===== src/rtl/rst_cause_pkg.sv =====
package rst_cause_pkg;
  // Cause positions inside the flag vector (MSB = power-on).
  localparam int unsigned CAUSE_N   = 5;
  localparam int unsigned IDX_SW    = 0;
  localparam int unsigned IDX_EXT   = 1;
  localparam int unsigned IDX_WDOG  = 2;
  localparam int unsigned IDX_STBY  = 3;
  localparam int unsigned IDX_PON   = 4;
endpackage


===== src/rtl/rst_cause_bit.sv =====
// One sticky flag: set has priority over clear.
module rst_cause_bit #(
  parameter logic RST_VAL = 1'b0
) (
  input  logic clk,
  input  logic rst_n,
  input  logic set_i,
  input  logic clr_i,
  output logic q_o
);
  logic q_d;
  logic q_en;

  always_comb begin
    q_en = set_i | clr_i;
    q_d  = q_o;
    if (clr_i) q_d = 1'b0;
    if (set_i) q_d = 1'b1;
  end

  always_ff @(posedge clk or negedge rst_n) begin
    if (!rst_n)    q_o <= RST_VAL;
    else if (q_en) q_o <= q_d;
  end
endmodule


===== src/rtl/rst_cause_bank.sv =====
// Bank of sticky cause flags; only the power-on slot resets to 1.
module rst_cause_bank #(
  parameter int unsigned CAUSE_N = rst_cause_pkg::CAUSE_N,
  parameter int unsigned PON_IDX = rst_cause_pkg::IDX_PON
) (
  input  logic               clk,
  input  logic               rst_n,
  input  logic [CAUSE_N-1:0] set_i,
  input  logic               clr_all_i,
  output logic [CAUSE_N-1:0] flags_o
);
  for (genvar i = 0; i < CAUSE_N; i++) begin : g_flag
    localparam logic RV = (i == PON_IDX) ? 1'b1 : 1'b0;
    rst_cause_bit #(.RST_VAL(RV)) u_bit (
      .clk   (clk),
      .rst_n (rst_n),
      .set_i (set_i[i]),
      .clr_i (clr_all_i),
      .q_o   (flags_o[i])
    );
  end
endmodule


===== src/rtl/rst_cause_view.sv =====
// Assembles the read word: flags, a constant-one bit, watchdog select.
module rst_cause_view #(
  parameter int unsigned CAUSE_N = rst_cause_pkg::CAUSE_N,
  parameter int unsigned WDSEL_W = 2,
  localparam int unsigned DATA_W = CAUSE_N + 1 + WDSEL_W
) (
  input  logic [CAUSE_N-1:0] flags_i,
  input  logic [WDSEL_W-1:0] wd_sel_i,
  output logic [DATA_W-1:0]  rdata_o
);
  always_comb begin
    rdata_o = {flags_i, 1'b1, wd_sel_i};
  end
endmodule


===== src/rtl/rst_cause_reg.sv =====
module rst_cause_reg #(
  parameter int unsigned CAUSE_N = rst_cause_pkg::CAUSE_N,
  parameter int unsigned WDSEL_W = 2,
  localparam int unsigned DATA_W = CAUSE_N + 1 + WDSEL_W
) (
  input  logic               clk,
  input  logic               rst_n,
  input  logic [CAUSE_N-1:0] cause_evt_i,
  input  logic               rd_stb_i,
  input  logic [WDSEL_W-1:0] wd_sel_i,
  output logic [DATA_W-1:0]  rdata_o
);
  logic [CAUSE_N-1:0] flags;

  rst_cause_bank #(.CAUSE_N(CAUSE_N), .PON_IDX(CAUSE_N-1)) u_bank (
    .clk       (clk),
    .rst_n     (rst_n),
    .set_i     (cause_evt_i),
    .clr_all_i (rd_stb_i),
    .flags_o   (flags)
  );

  rst_cause_view #(.CAUSE_N(CAUSE_N), .WDSEL_W(WDSEL_W)) u_view (
    .flags_i  (flags),
    .wd_sel_i (wd_sel_i),
    .rdata_o  (rdata_o)
  );
endmodule


===== config.mk =====
export PLATFORM = sky130hd
export DESIGN_NAME = rst_cause_reg
export DESIGN_NICKNAME = d
export VERILOG_FILES = /design/src/rtl/rst_cause_pkg.sv /design/src/rtl/rst_cause_bit.sv /design/src/rtl/rst_cause_bank.sv /design/src/rtl/rst_cause_view.sv /design/src/rtl/rst_cause_reg.sv
export SDC_FILE = /design/constraint.sdc
export NUM_CORES = 1
export LEC_CHECK = 0
export CAP_MARGIN = 20
export CORE_AREA = 8 8 45 47
export CTS_CLUSTER_SIZE = 12
export DETAILED_ROUTE_END_ITERATION = 16
export DIE_AREA = 0 0 53 55
export HOLD_SLACK_MARGIN = 0.06
export PLACE_DENSITY = 0.55
export SETUP_SLACK_MARGIN = 0.5
export SYNTH_ARGS = -nofsm -noshare
export SYNTH_HDL_FRONTEND = slang
export SYNTH_HIERARCHICAL = 1
export SYNTH_SLANG_ARGS = --single-unit

===== constraint.sdc =====
create_clock -name clk -period 0.9 [get_ports clk]
set_clock_uncertainty 0.05 [all_clocks]
set_input_delay 0.18 -clock clk [delete_from_list [all_inputs] [get_ports clk]]
set_output_delay 0.18 -clock clk [all_outputs]
set_load 0.005 [all_outputs]

==> impl_metrics.ini <==
[worst_setup_path]
crit_fanout = 2
critPathCaptureType = primary output
crit_family = flip-flops
cp.required_ns = 0.67
cp_cell_sequence = buf_6
path_buf_inv = 1
cp-start-kind = flop
crit_arrival_ns = 0.86
timing_worst_setup_path_type = flop to primary output
slowest_delay_ns = 0.53
cpMaxStageDelayCell = dfstp_2

[global_route]
gr-usage-all-layers = 0.04717
grt_overflow = 0
grt_max_degree = 6
antenna_found_initial = 0
grt_pass1_vias = 198
grt_pass1_wl_um = 876

[clock_tree]
clk_latency_ns = 0.25
cts_made_buffers = 3
cts.sink_count = 5
clk_pin_slew_ns = 0.05
tritoncts = done
cts_buffer_depth = 2
htreeDepth = 1
cts_root_buffer = clkbuf_4

[floorplan]
chipWidth_um = 53
die-area_mm2 = 0.002915
rows = 14
io_pins = 18
core-area_mm2 = 0.001384
fp.dieH_um = 55
start_util = 0.1781

[finish]
largest_reg_flops = 5
stdcell_area_um2 = 351.6
final_nets = 45
syn_to_final_growth_pct = 42.64
final_layout_size_suffix_gt1_frac = 0.3529
top_register = u_bank/g_flag.u_bit/q_o
biggestRegsByFlops = u_bank/g_flag.u_bit/q_o: 5 flops
insertedDiodeCount = 0
fillers = 157

[logic_synthesis]
synth_edf_count = 0
ys.flop_type = dfrtp_1
ys_ff_latch = 5
synth_seq_area_share = 0.5127
synth_area_leaders = dfrtp_1 41%, buf_4 24%, a21o_1 15%
syn-num-nets = 34
synth.cell_area_um2 = 246.5
synthDistinctLibCells = 6
async_reset_ff_frac = 1.000
synth_common_cells = 8 x buf_4, 5 x a21o_1, 5 x inv_1, 4 x dfrtp_1
yosysTopAreaCell = dfrtp_1
syn_avg_cell_area_um2 = 10.27
syn_inst = 24
synthDominantCellAreaShare = 0.4061
yosysMostFrequentCell = buf_4
yosys_warnings = 6

[sta]
hold_ws_ns = -0.1600
timing.final.crit_share = 1.207
slew_violations = 0
finalHoldViolations = 4
rsz0062_at_grt = true
setup_viol = 5
max_freq_ghz = 0.9204
fin_ws_ns = -0.1864
period_minus_slack_ns = 1.086

[power]
peakVddDrop_mv = 0.5983
p_per_area_mw_per_mm2 = 1692
p_leak_nw = 0.1888
power_mw = 0.5949

[placement]
gp_congestion = 0.5327
numPortBuffers = 12
placed_cell_area_um2 = 326.6
place_ws_ns = -0.3331

[detailed_routing]
avgRoutedWirePerCell_um = 10.36
routed_via_density = 3.260
num_vias = 163
antenna_left = 0
drtIter0Drc = 2
drc = 0
routed_wl_um = 518
drtPass1Iterations = 2

[status]
violations = negative hold slack, negative setup slack
status = complete, but fails checks

[worst_hold_path]
worstHoldPathType = input port to asynchronous set/reset pin

[run]
drv_cap = 0
[stage by stage]
step	utilization	TNS, ns	cells
CTS	0.2414	-0.5601	49
global placement	0.2360	-2.160	44
detailed placement	0.2360	-2.255	44
finish	0.2541	-0.4750	50
global route	0.2541	-0.7219	50
floorplan	-	0	24
[cells in the final DEF, fill, tap and decap left out, drive strengths merged]
| cell type | Yosys | final |
|---|---|---|
| a21o | 5 | 5 |
| buf | 8 | 7 |
| clkbuf | 0 | 3 |
| clkdlybuf4s50 | 0 | 5 |
| clkinv | 0 | 1 |
| conb | 1 | 1 |
| dfrtp | 4 | 4 |
| dfstp | 1 | 1 |
| dlygate4sd2 | 0 | 2 |
| inv | 5 | 5 |
[power breakdown]
part           total, mW  switching, mW  internal (mW)
registers          0.250        0.00736          0.243
logic             0.0841         0.0281         0.0560
clock network      0.261         0.0994          0.161
total              0.595          0.135          0.460
[worst paths after layout]
path	from	end	slack, ns	depth (start not counted)
setup / recovery	u_bank/g_flag[4].u_bit/q_o	rdata_o[7]	-0.19	1
hold / removal	rst_n	u_bank/g_flag[1].u_bit/q_o	-0.16	1
hold reg to reg	u_bank/g_flag[2].u_bit/q_o	u_bank/g_flag[2].u_bit/q_o	0.42	1
setup reg to reg	u_bank/g_flag[1].u_bit/q_o	u_bank/g_flag[1].u_bit/q_o	0.01	3
min in group clk	wd_sel_i[0]	rdata_o[0]	0.31	0
max in group asynchronous	rst_n	u_bank/g_flag[4].u_bit/q_o	0.69	1
[layout make-up]
cell class | count | area (um^2) | area share
inverter | 5 | 18.77 | 0.05338
multi-input combinational | 6 | 41.29 | 0.1174
tap | 16 | 20.02 | 0.05694
sequential | 5 | 126.4 | 0.3594
clock inverter | 1 | 5.005 | 0.01423
clock buffer | 3 | 22.52 | 0.06406
timing repair buffer | 14 | 117.6 | 0.3345
[layer usage]
metal | vias up | GRT usage | share of wire
li1 | 81 | - | -
met4 | 0 | 0.05172 | 0
met1 | 74 | 0.03687 | 0.38
met2 | 8 | 0.07031 | 0.52
met3 | 0 | 0.03743 | 0.10
met5 | - | 0 | 0
[kinds of logic after synthesis]
kind of cell,synth area share
AO/OA/AOI/OAI,0.1523
buffers and inverters,0.3198
flip-flops,0.5127
other,0.01521
[repair_timing]
item,CTS,global route
endpoints found under the hold margin,4,4
buffers inserted,1,1
cloned,0,0
pin swaps,0,0
resized for setup,22,2
endpoints found under the setup margin,17,12
(Power assumes the default switching activity.)
